`src/rtl/cmdq_pkg.sv`:
```
package cmdq_pkg;

  typedef enum logic [1:0] {
    SEL_CTL  = 2'd0,
    SEL_BASE = 2'd1,
    SEL_WPTR = 2'd2,
    SEL_RPTR = 2'd3
  } reg_sel_e;

  typedef enum logic [2:0] {
    ST_IDLE,
    ST_FETCH,
    ST_WAIT_MEM,
    ST_DISPATCH,
    ST_WAIT_HND
  } seq_state_e;

  localparam logic [7:0] OP_SYNC   = 8'h05;
  localparam logic [7:0] OP_INVALL = 8'h0D;

  // Opcodes that need the external handler; everything else completes locally.
  function automatic logic needs_handler(input logic [7:0] op);
    logic hit;
    case (op)
      8'h03, 8'h04, 8'h08, 8'h09, 8'h0A, 8'h0B, 8'h0F: hit = 1'b1;
      default:                                         hit = 1'b0;
    endcase
    return hit;
  endfunction

endpackage

```
`src/rtl/cmdq_regs.sv`:
```
module cmdq_regs
  import cmdq_pkg::*;
#(
  parameter int OFF_LSB = 5,
  parameter int OFF_W   = 15
) (
  input  logic             clk,
  input  logic             rst_n,
  input  logic             sec_disable,
  input  logic             wr_en,
  input  logic [1:0]       wr_sel,
  input  logic             wr_dw,
  input  logic             wr_hi,
  input  logic [63:0]      wr_data,
  input  logic [1:0]       rd_sel,
  output logic [63:0]      rd_data,
  input  logic             adv,
  input  logic [OFF_W-1:0] adv_off,
  input  logic             set_stall,
  output logic             enable,
  output logic [63:0]      base_q,
  output logic [OFF_W-1:0] wr_off,
  output logic [OFF_W-1:0] rd_off,
  output logic             stalled
);

  localparam logic [63:0] OFF_MASK = ((64'd1 << OFF_W) - 64'd1) << OFF_LSB;

  logic        en_q;
  logic [63:0] base_r;
  logic [63:0] wptr_r;
  logic [63:0] rptr_r;
  logic        low_touched;
  logic [63:0] bit0_clr;

  function automatic logic [63:0] merge(input logic [63:0] old, input logic [63:0] data,
                                        input logic dw, input logic hi);
    logic [63:0] res;
    if (dw)      res = data;
    else if (hi) res = {data[31:0], old[31:0]};
    else         res = {old[63:32], data[31:0]};
    return res;
  endfunction

  assign low_touched = wr_dw || !wr_hi;
  assign bit0_clr    = ~{63'd0, low_touched};

  always_ff @(posedge clk) begin
    if (!rst_n) begin
      en_q   <= 1'b0;
      base_r <= '0;
      wptr_r <= '0;
      rptr_r <= '0;
    end else begin
      // Sequencer updates first; a software write in the same cycle wins.
      if (adv)       rptr_r[OFF_LSB +: OFF_W] <= adv_off;
      if (set_stall) rptr_r[0] <= 1'b1;
      if (wr_en) begin
        case (reg_sel_e'(wr_sel))
          SEL_CTL: if (low_touched) en_q <= wr_data[0];
          SEL_BASE: begin
            if (!en_q) begin
              base_r <= merge(base_r, wr_data, wr_dw, wr_hi);
              wptr_r <= rptr_r & OFF_MASK;
            end
          end
          SEL_WPTR: wptr_r <= merge(wptr_r, wr_data, wr_dw, wr_hi) & bit0_clr;
          SEL_RPTR: begin
            if (sec_disable) rptr_r <= merge(rptr_r, wr_data, wr_dw, wr_hi) & bit0_clr;
          end
          default: ;
        endcase
      end
    end
  end

  always_comb begin
    case (reg_sel_e'(rd_sel))
      SEL_CTL:  rd_data = {63'd0, en_q};
      SEL_BASE: rd_data = base_r;
      SEL_WPTR: rd_data = wptr_r;
      default:  rd_data = rptr_r;
    endcase
  end

  assign enable  = en_q;
  assign base_q  = base_r;
  assign wr_off  = wptr_r[OFF_LSB +: OFF_W];
  assign rd_off  = rptr_r[OFF_LSB +: OFF_W];
  assign stalled = rptr_r[0];

endmodule

```
`src/rtl/cmdq_geom.sv`:
```
module cmdq_geom #(
  parameter int ADDR_W    = 52,
  parameter int PA_LSB    = 12,
  parameter int SIZE_W    = 8,
  parameter int PG_SHIFT  = 7,
  parameter int ENT_SHIFT = 5,
  parameter int OFF_W     = 15
) (
  input  logic [SIZE_W-1:0]        size_fld,
  input  logic [ADDR_W-PA_LSB-1:0] pa_fld,
  input  logic [OFF_W-1:0]         wr_off,
  input  logic [OFF_W-1:0]         rd_off,
  output logic                     range_ok,
  output logic [ADDR_W-1:0]        fetch_addr,
  output logic [OFF_W-1:0]         next_off
);

  localparam int LEN_W = OFF_W + 1;

  logic [LEN_W-1:0] qlen;
  logic [LEN_W-1:0] inc;

  assign qlen     = (LEN_W'(size_fld) + LEN_W'(1)) << PG_SHIFT;
  assign range_ok = ({1'b0, wr_off} < qlen) && ({1'b0, rd_off} < qlen);
  assign inc      = {1'b0, rd_off} + LEN_W'(1);
  assign next_off = (inc == qlen) ? '0 : inc[OFF_W-1:0];

  assign fetch_addr = {pa_fld, {PA_LSB{1'b0}}}
                    + ADDR_W'({rd_off, {ENT_SHIFT{1'b0}}});

endmodule

```
`src/rtl/cmdq_seq.sv`:
```
module cmdq_seq
  import cmdq_pkg::*;
#(
  parameter int ADDR_W  = 52,
  parameter int NUM_CPU = 4
) (
  input  logic               clk,
  input  logic               rst_n,
  input  logic               start_ok,
  input  logic [ADDR_W-1:0]  fetch_addr,
  output logic               mem_req_valid,
  input  logic               mem_req_ready,
  output logic [ADDR_W-1:0]  mem_req_addr,
  input  logic               mem_rsp_valid,
  input  logic               mem_rsp_err,
  input  logic [63:0]        mem_rsp_data,
  output logic               hnd_req_valid,
  input  logic               hnd_req_ready,
  output logic [7:0]         hnd_req_opcode,
  output logic [63:0]        hnd_req_word,
  input  logic               hnd_rsp_valid,
  input  logic               hnd_rsp_stall,
  output logic [NUM_CPU-1:0] recalc,
  output logic               adv,
  output logic               set_stall
);

  seq_state_e          state;
  logic [ADDR_W-1:0]   addr_q;
  logic [63:0]         word_q;
  logic [NUM_CPU-1:0]  recalc_q;
  logic                mem_done;
  logic                hnd_done;
  logic                rsp_to_hnd;

  assign mem_done   = (state == ST_WAIT_MEM) && mem_rsp_valid;
  assign hnd_done   = (state == ST_WAIT_HND) && hnd_rsp_valid;
  assign rsp_to_hnd = needs_handler(mem_rsp_data[7:0]);

  always_ff @(posedge clk) begin
    if (!rst_n) begin
      state    <= ST_IDLE;
      addr_q   <= '0;
      word_q   <= '0;
      recalc_q <= '0;
    end else begin
      recalc_q <= '0;
      case (state)
        ST_IDLE: begin
          if (start_ok) begin
            addr_q <= fetch_addr;
            state  <= ST_FETCH;
          end
        end
        ST_FETCH: if (mem_req_ready) state <= ST_WAIT_MEM;
        ST_WAIT_MEM: begin
          if (mem_rsp_valid) begin
            word_q <= mem_rsp_data;
            if (mem_rsp_err) begin
              state <= ST_IDLE;
            end else if (rsp_to_hnd) begin
              state <= ST_DISPATCH;
            end else begin
              state <= ST_IDLE;
              if (mem_rsp_data[7:0] == OP_INVALL) recalc_q <= '1;
            end
          end
        end
        ST_DISPATCH: if (hnd_req_ready) state <= ST_WAIT_HND;
        ST_WAIT_HND: if (hnd_rsp_valid) state <= ST_IDLE;
        default:     state <= ST_IDLE;
      endcase
    end
  end

  always_comb begin
    adv       = (mem_done && !mem_rsp_err && !rsp_to_hnd) || (hnd_done && !hnd_rsp_stall);
    set_stall = (mem_done && mem_rsp_err) || (hnd_done && hnd_rsp_stall);
  end

  assign mem_req_valid  = (state == ST_FETCH);
  assign mem_req_addr   = addr_q;
  assign hnd_req_valid  = (state == ST_DISPATCH);
  assign hnd_req_opcode = word_q[7:0];
  assign hnd_req_word   = word_q;
  assign recalc         = recalc_q;

endmodule

```
`src/rtl/cmdq_ctrl.sv`:
```
module cmdq_ctrl #(
  parameter int ADDR_W      = 52,
  parameter int PAGE_BYTES  = 4096,
  parameter int ENTRY_BYTES = 32,
  parameter int SIZE_W      = 8,
  parameter int NUM_CPU     = 4
) (
  input  logic               clk,
  input  logic               rst_n,
  input  logic               sec_disable,
  input  logic               reg_wr_en,
  input  logic [1:0]         reg_wr_sel,
  input  logic               reg_wr_dw,
  input  logic               reg_wr_hi,
  input  logic [63:0]        reg_wr_data,
  input  logic [1:0]         reg_rd_sel,
  output logic [63:0]        reg_rd_data,
  output logic               mem_req_valid,
  input  logic               mem_req_ready,
  output logic [ADDR_W-1:0]  mem_req_addr,
  input  logic               mem_rsp_valid,
  input  logic               mem_rsp_err,
  input  logic [63:0]        mem_rsp_data,
  output logic               hnd_req_valid,
  input  logic               hnd_req_ready,
  output logic [7:0]         hnd_req_opcode,
  output logic [63:0]        hnd_req_word,
  input  logic               hnd_rsp_valid,
  input  logic               hnd_rsp_stall,
  output logic [NUM_CPU-1:0] recalc
);

  localparam int ENT_SHIFT = $clog2(ENTRY_BYTES);
  localparam int PA_LSB    = $clog2(PAGE_BYTES);
  localparam int PG_SHIFT  = PA_LSB - ENT_SHIFT;
  localparam int OFF_W     = SIZE_W + PG_SHIFT;

  logic [63:0]       base_q;
  logic [OFF_W-1:0]  wr_off;
  logic [OFF_W-1:0]  rd_off;
  logic [OFF_W-1:0]  next_off;
  logic              enable_q;
  logic              stalled_q;
  logic              range_ok;
  logic [ADDR_W-1:0] fetch_addr;
  logic              adv;
  logic              set_stall;
  logic              start_ok;

  cmdq_regs #(.OFF_LSB(ENT_SHIFT), .OFF_W(OFF_W)) u_regs (
    .clk(clk), .rst_n(rst_n), .sec_disable(sec_disable),
    .wr_en(reg_wr_en), .wr_sel(reg_wr_sel), .wr_dw(reg_wr_dw), .wr_hi(reg_wr_hi),
    .wr_data(reg_wr_data), .rd_sel(reg_rd_sel), .rd_data(reg_rd_data),
    .adv(adv), .adv_off(next_off), .set_stall(set_stall),
    .enable(enable_q), .base_q(base_q), .wr_off(wr_off), .rd_off(rd_off),
    .stalled(stalled_q)
  );

  cmdq_geom #(
    .ADDR_W(ADDR_W), .PA_LSB(PA_LSB), .SIZE_W(SIZE_W),
    .PG_SHIFT(PG_SHIFT), .ENT_SHIFT(ENT_SHIFT), .OFF_W(OFF_W)
  ) u_geom (
    .size_fld(base_q[SIZE_W-1:0]), .pa_fld(base_q[ADDR_W-1:PA_LSB]),
    .wr_off(wr_off), .rd_off(rd_off), .range_ok(range_ok),
    .fetch_addr(fetch_addr), .next_off(next_off)
  );

  assign start_ok = enable_q && !stalled_q && range_ok && (wr_off != rd_off);

  cmdq_seq #(.ADDR_W(ADDR_W), .NUM_CPU(NUM_CPU)) u_seq (
    .clk(clk), .rst_n(rst_n), .start_ok(start_ok), .fetch_addr(fetch_addr),
    .mem_req_valid(mem_req_valid), .mem_req_ready(mem_req_ready),
    .mem_req_addr(mem_req_addr), .mem_rsp_valid(mem_rsp_valid),
    .mem_rsp_err(mem_rsp_err), .mem_rsp_data(mem_rsp_data),
    .hnd_req_valid(hnd_req_valid), .hnd_req_ready(hnd_req_ready),
    .hnd_req_opcode(hnd_req_opcode), .hnd_req_word(hnd_req_word),
    .hnd_rsp_valid(hnd_rsp_valid), .hnd_rsp_stall(hnd_rsp_stall),
    .recalc(recalc), .adv(adv), .set_stall(set_stall)
  );

endmodule

```
`config.mk`:
```
export PLATFORM = sky130hd
export DESIGN_NAME = cmdq_ctrl
export DESIGN_NICKNAME = d
export VERILOG_FILES = /design/src/rtl/cmdq_pkg.sv /design/src/rtl/cmdq_regs.sv /design/src/rtl/cmdq_geom.sv /design/src/rtl/cmdq_seq.sv /design/src/rtl/cmdq_ctrl.sv
export SDC_FILE = /design/constraint.sdc
export NUM_CORES = 1
export LEC_CHECK = 0
export ABC_AREA = 0
export BUFFER_PORTS_ARGS = -buffer_cell sky130_fd_sc_hd__buf_2
export CAP_MARGIN = 20
export CORE_MARGIN = 2
export CORE_UTILIZATION = 45
export CTS_BUF_LIST = sky130_fd_sc_hd__clkbuf_8
export CTS_CLUSTER_SIZE = 12
export DETAILED_ROUTE_END_ITERATION = 7
export PLACE_DENSITY = 0.71
export SLEW_MARGIN = 40
export SYNTH_ARGS = -nofsm -noshare
export SYNTH_HDL_FRONTEND = slang
export SYNTH_SLANG_ARGS = --single-unit
```
`constraint.sdc`:
```
create_clock -name clk -period 3.2 [get_ports clk]
set_input_delay 0.32 -clock clk [delete_from_list [all_inputs] [get_ports clk]]
set_output_delay 0.32 -clock clk [all_outputs]
set_load 0.02 [all_outputs]
```
==> results.tsv, run 1 <==
metric	value	unit
intPower	6.37	mW
switchingPower	2.40	mW
synth_edf_count	0	
finalNonFillerCells	2750	
regToRegEndpoint	u_seq.mem_req_addr[13]$_SDFFE_PN0P_	
required	3690	ps
leakagePower	9.18	nW
die_h	191	um
switching_share	0.274	
drt_first_pass_iters	5	
cap_violations	0	
worstHoldStart	reg_wr_data[14]	
synth_area_leader_cell	dfxtp_1	
yosysMostFrequentCell	nand2_1	
timing.slew.headroom	0.467	
clockPowerShare	0.413	
critPathMaxFanout	47	
cts_buffer_depth	3	
clock_skew	52.8	ps
synth.area.top_cells	dfxtp_1 (39%), nand2_1 (9.9%), o211a_1 (5.7%), a21boi_0 (5.4%), mux2_2 (4.5%)	
fin_util	0.577	
nNetsFinal	2418	
core	34500	um^2
drc_errors	0	
yosysSeqAreaShare	0.392	
synth_cell_types	75	
worstSetupStartpointType	flop	
cts_buffers	54	
powerDensity	441	nW/um^2
grt_pass1_wl	82.6	mm
grt_max_degree	113	
post_drt_via_cell_ratio	5.68	
critPathArrivalTime	3490	ps
r2r_start	u_regs.base_q[4]$_SDFFE_PN0P_	
antenna_found_initial	8	
ir_drop	322	uV
dp.cells	2557	
cts_tree	built	
hold_ws	42.8	ps
cts.sink_count	308	
post-route-period-util	0.937	
cts_root_buf	clkbuf_8	
die_w	191	um
endpoint_kind	flop	
pwr-share-comb	0.128	
grt_remaining_overflow	0	
period_needed	3000	ps
synthArstFlopShare	0	
io_pins	338	
start_util	0.456	
drtAntennaViolNets	0	
num_rows	68	
grt_use_total	0.288	
gp_congestion	0.964	
syn_inst	1865	
rr_worst_depth	12	
status	completed	
clk_pin_slew	60	ps
setup_viol	0	
n_fill_cell	3108	
synth.top_cell.area_share	0.392	
synthToLayoutAreaGrowth	26.5	%
syn_area	15700	um^2
clk_latency	650	ps
setup_tns	0	ps
holdCritPathClass	in -> reg	
hold_viol	0	
postSynthAreaPerCell	8.43	um^2
r2r_slack	200	ps
critical_path_class	reg -> reg	
h-tree-depth	2	
yosys_warnings	0	
worst_pin_slew	800	ps
fmax	333	MHz
grt_pass1_vias	15100	
routed_wirelength	53.7	mm
die_area	36400	um^2
p_seq_frac	0.459	
drt-wirelength-per-cell	19.5	um
vias	15600	
drive_above_1_share	0.252	
synth_flop_cell	dfxtp_1	
hpwl	36.8	mm
port_buffers	332	
slew_viol_final	0	
hold_end	u_regs.base_q[14]$_SDFFE_PN0P_	
ys_top_cells_by_count	nand2_1 (413), dfxtp_1 (308), clkbuf_1 (116)	
dr.first_iter.drc_count	1101	
min_path_cells	3	
synth-seq-cells	308	
placed cells by master, fill, tap and decap left out, types with 42 or more instances in the layout:
cell / n
nand3_1: 83
inv_1: 43
buf_2: 331
o211a_1: 90
a21oi_1: 42
a21boi_0: 114
dfxtp_1: 305
nand2_1: 413
a22oi_1: 47
o21ai_0: 92
clkbuf_8: 68
dlygate4sd3_1: 89
a22o_1: 63
mux2_2: 63
buf_4: 71
layer usage:
metal,wire (um),share of wire,track usage,vias to the layer above
met5,29,0.00054,0,-
met4,2230,0.042,0.141,4
met3,4940,0.092,0.0745,132
met2,23700,0.44,0.436,702
met1,22800,0.43,0.378,7448
li1,-,-,-,7343
timing repair:
| item | 4_1_cts | 5_1_grt |
|---|---|---|
| setup buffers | 0 | 2 |
| hold buffers | 89 | 0 |
| endpoints found under the hold margin | 110 | 0 |
| resized for setup | 0 | 9 |
| setup endpoints to repair | 0 | 47 |
cell type report:
type | count | area, um^2 | area share
Timing Repair Buffer | 499 | 3240 | 0.163
Tap cell | 455 | 569 | 0.0286
Antenna cell | 5 | 12.5 | 0.000629
Clock buffer | 67 | 922 | 0.0464
Inverter | 22 | 82.6 | 0.00415
Multi-Input combinational cell | 1365 | 8730 | 0.439
Clock inverter | 29 | 159 | 0.00799
Sequential cell | 308 | 6170 | 0.310
metrics by stage:
| step | worst slack (ps) | area, um^2 | power (mW) |
|---|---|---|---|
| CTS | 26.5 | 19800 | 8.81 |
| global route | -5.90 | 19900 | 9.10 |
| global placement | 155 | 17800 | 5.10 |
| detailed placement | 51.8 | 17800 | 5.12 |
| finish | 201 | 19900 | 8.77 |
| floorplan | 461 | 15700 | 4.71 |
registers in the layout (all words and copies together) (netlist names), named ones only:
name                flops
u_regs.base_q          64
u_regs.enable           1
u_regs.rptr_r          60
u_regs.wptr_r          64
u_seq.hnd_req_word     64
u_seq.mem_req_addr     47
u_seq.recalc            1
u_seq.state             3
worst max-delay path by stage:
stage                                  startpoint                             endpoint  slack (ps)  cells after the start
floorplan           u_regs.base_q[0]$_SDFFE_PN0P_  u_seq.mem_req_addr[27]$_SDFFE_PN0P_         460                     13
global placement    u_regs.base_q[0]$_SDFFE_PN0P_  u_seq.mem_req_addr[45]$_SDFFE_PN0P_         150                     11
detailed placement  u_regs.base_q[0]$_SDFFE_PN0P_  u_seq.mem_req_addr[43]$_SDFFE_PN0P_          50                     11
CTS                 u_regs.base_q[0]$_SDFFE_PN0P_  u_seq.mem_req_addr[13]$_SDFFE_PN0P_          30                     11
global route        u_regs.base_q[4]$_SDFFE_PN0P_  u_seq.mem_req_addr[43]$_SDFFE_PN0P_          -6                     12
finish              u_regs.base_q[4]$_SDFFE_PN0P_  u_seq.mem_req_addr[13]$_SDFFE_PN0P_         200                     12
power groups by stage:
| stage | clock, mW | sequential [mW] | combinational, mW |
|---|---|---|---|
| final | 3.62 | 4.03 | 1.12 |
| after global routing | 3.86 | 4.03 | 1.21 |
| after CTS | 3.69 | 4.02 | 1.10 |
| after detailed placement | 0 | 4.10 | 1.01 |
| after global placement | 0 | 4.10 | 1.00 |
| after floorplan | 0 | 4.07 | 0.637 |
critical path: stages, from the launching register on:
cell,delay [ps]
dfxtp_1,440
and4_1,300
nand4_1,130
xor2_1,200
ha_1,200
o21ai_0,160
o2111ai_1,150
or4_1,470
a211oi_4,240
buf_4,150
clkbuf_16,220
nand2_1,80
o211a_1,120
logic make-up after synthesis:
| logic type | count (synthesis) | share of synthesized area |
|---|---|---|
| AND/OR/NAND/NOR | 691 | 0.199 |
| AO/OA/AOI/OAI | 510 | 0.245 |
| flip-flops | 308 | 0.392 |
| buffers and inverters | 196 | 0.0580 |
| XOR/XNOR | 67 | 0.0373 |
| multiplexers | 67 | 0.0485 |
| adder cells (fa/ha/maj) | 25 | 0.0202 |
| other | 1 | 0.000239 |
Power figures use the tool's default switching activity.
==> run 2, diff against run 1 <==
PLACE_DENSITY = 0.78   (was 0.71)
==> run 2 against run 1 <==
Sequential share of layout area rose by 0.45 points. Via count rose by 0.52%. Design area fell by 1.5%. Die area did not move. Critical path depth rose by 1. Core utilization fell by 0.84 points.
==> results.tsv, run 2 (same netlist as run 1, synthesis figures left out) <==
metric	value	unit
dp.cells	2551	
gp_congestion	0.953	
die_h	191	um
die_w	191	um
post_drt_via_cell_ratio	5.76	
dpl-instance-area	17800	um^2
cp_cell_sequence	ha_2 > inv_1 > ha_1 > o21a_1 > o21a_1 > nor3_1 > o31ai_1 > maj3_1 > a211oi_4 > buf_4 > clkbuf_16 > nand2_1 > o211a_1	
core	34500	um^2
grt_remaining_overflow	0	
clock_skew	38.2	ps
vias	15700	
cp_slowest_stage_delay	450	ps
crit_path_top_delay_cell	dfxtp_1	
worst_pin_slew	880	ps
post-route-period-util	0.948	
drive_above_1_share	0.249	
status	completed	
grt_use_total	0.284	
r2r_start	u_regs.base_q[0]$_SDFFE_PN0P_	
critPathArrivalTime	3530	ps
rr_worst_depth	13	
powerDensity	433	nW/um^2
drtAntennaViolNets	0	
p_seq_frac	0.474	
fin_total_pwr	8.49	mW
cts_buffers	52	
endpoint_kind	flop	
critical_path_class	reg -> reg	
clk_latency	610	ps
cp-endpoint	u_seq.mem_req_addr[27]$_SDFFE_PN0P_	
drt_first_pass_iters	6	
drc_errors	0	
io_pins	338	
setup_tns	0	ps
h-tree-depth	2	
timing.slew.headroom	0.413	
die_area	36400	um^2
worstSetupStartpointType	flop	
pwr-share-comb	0.129	
regToRegEndpoint	u_seq.mem_req_addr[27]$_SDFFE_PN0P_	
cp-startpoint	u_regs.base_q[0]$_SDFFE_PN0P_	
finish.instance_area	19600	um^2
switchingPower	2.33	mW
leakagePower	9.03	nW
hold_viol	0	
hpwl	37.1	mm
cts_tree	built	
cts_buffer_depth	3	
nNetsFinal	2397	
grt_pass1_wl	82.2	mm
port_buffers	332	
clk_pin_slew	70	ps
ir_drop	286	uV
mostFrequentLayoutCells	nand2_1 (413), buf_2 (331), dfxtp_1 (306)	
cts_root_buf	clkbuf_8	
dr.first_iter.drc_count	1498	
holdCritPathClass	in -> reg	
cap_violations	0	
cts.sink_count	308	
num_rows	68	
layout_commonest_cell	nand2_1	
grt_max_degree	126	
cpMostUsedCell	o21a_1	
clockPowerShare	0.396	
slew_viol_final	0	
period_needed	3030	ps
synthToLayoutAreaGrowth	24.7	%
setup_viol	0	
required	3700	ps
fmax	330	MHz
finalNonFillerCells	2726	
drt-wirelength-per-cell	19.7	um
switching_share	0.274	
antenna_found_initial	6	
routed_wirelength	53.7	mm
rsz0062_at_grt	false	
intPower	6.16	mW
grt_pass1_vias	15100	
start_util	0.456	
r2r_slack	170	ps
critPathMaxFanout	47	
run 2: cell types whose count changed in the layout (fill, tap and decap cells not counted), moves of 2 or more:
cell           change
diode_2            +3
buf_4              -5
buf_12             -2
dlygate4sd3_1     -13
clkbuf_8           -4
inv_1              -3
run 2: worst max-delay path: cells and delay by family, from the launching register on:
kind                       cells  cell delay, ps
DFF                            1             450
buffers and inverters          3             440
AOI/OAI and AO/OA              5             800
and+or+nand+nor                2             250
adders and majority gates      3             970
run 2: layout make-up:
class / count / area [um^2]
Fill cell: 3058 / 14900
Multi-Input combinational cell: 1365 / 8720
Sequential cell: 308 / 6170
Timing Repair Buffer: 480 / 3050
Clock buffer: 63 / 867
Tap cell: 455 / 569
Clock inverter: 25 / 118
Inverter: 22 / 82.6
Antenna cell: 8 / 20.0
run 2: what timing repair did:
item / CTS / global route
hold endpoints to repair: 84 / 0
endpoints found under the setup margin: 0 / 47
setup buffers: 0 / 2
hold buffers: 76 / 0
resized for setup: 0 / 6
run 2: worst min path at each step:
stage,start,depth (start not counted),end,slack (ps)
floorplan,mem_rsp_data[0],2,u_seq.recalc[2]$_SDFF_PP0_,440
global placement,u_seq.mem_req_addr[49]$_SDFFE_PN0P_,2,u_seq.mem_req_addr[49]$_SDFFE_PN0P_,440
detailed placement,u_seq.mem_req_addr[22]$_SDFFE_PN0P_,2,u_seq.mem_req_addr[22]$_SDFFE_PN0P_,450
CTS,reg_wr_data[11],3,u_regs.base_q[11]$_SDFFE_PN0P_,0.5
global route,reg_wr_data[11],3,u_regs.base_q[11]$_SDFFE_PN0P_,20
finish,reg_wr_data[17],3,u_regs.base_q[17]$_SDFFE_PN0P_,30
run 2: power groups by stage:
stage / clock, mW / sequential (mW) / combinational [mW]
2_1_floorplan: 0 / 4.07 / 0.637
3_3_place_gp: 0 / 4.10 / 0.987
3_5_place_dp: 0 / 4.11 / 0.998
4_1_cts: 3.43 / 4.02 / 1.07
5_1_grt: 3.60 / 4.03 / 1.18
6_report: 3.36 / 4.03 / 1.10
run 2: routing by layer:
metal / vias to the layer above / part of all wire / track usage
met3: 137 / 0.094 / 0.0622
li1: 7287 / - / -
met1: 7508 / 0.42 / 0.375
met4: 2 / 0.042 / 0.131
met5: - / 0.00013 / 0
met2: 777 / 0.45 / 0.443
run 2: through the flow:
stage	worst slack (ps)	utilization	hold WS (ps)
finish	167	0.569	34.5
global route	1.04	0.568	17.5
CTS	73.6	0.567	0.498
detailed placement	66.3	0.516	450
global placement	207	0.516	442
floorplan	461	-	437
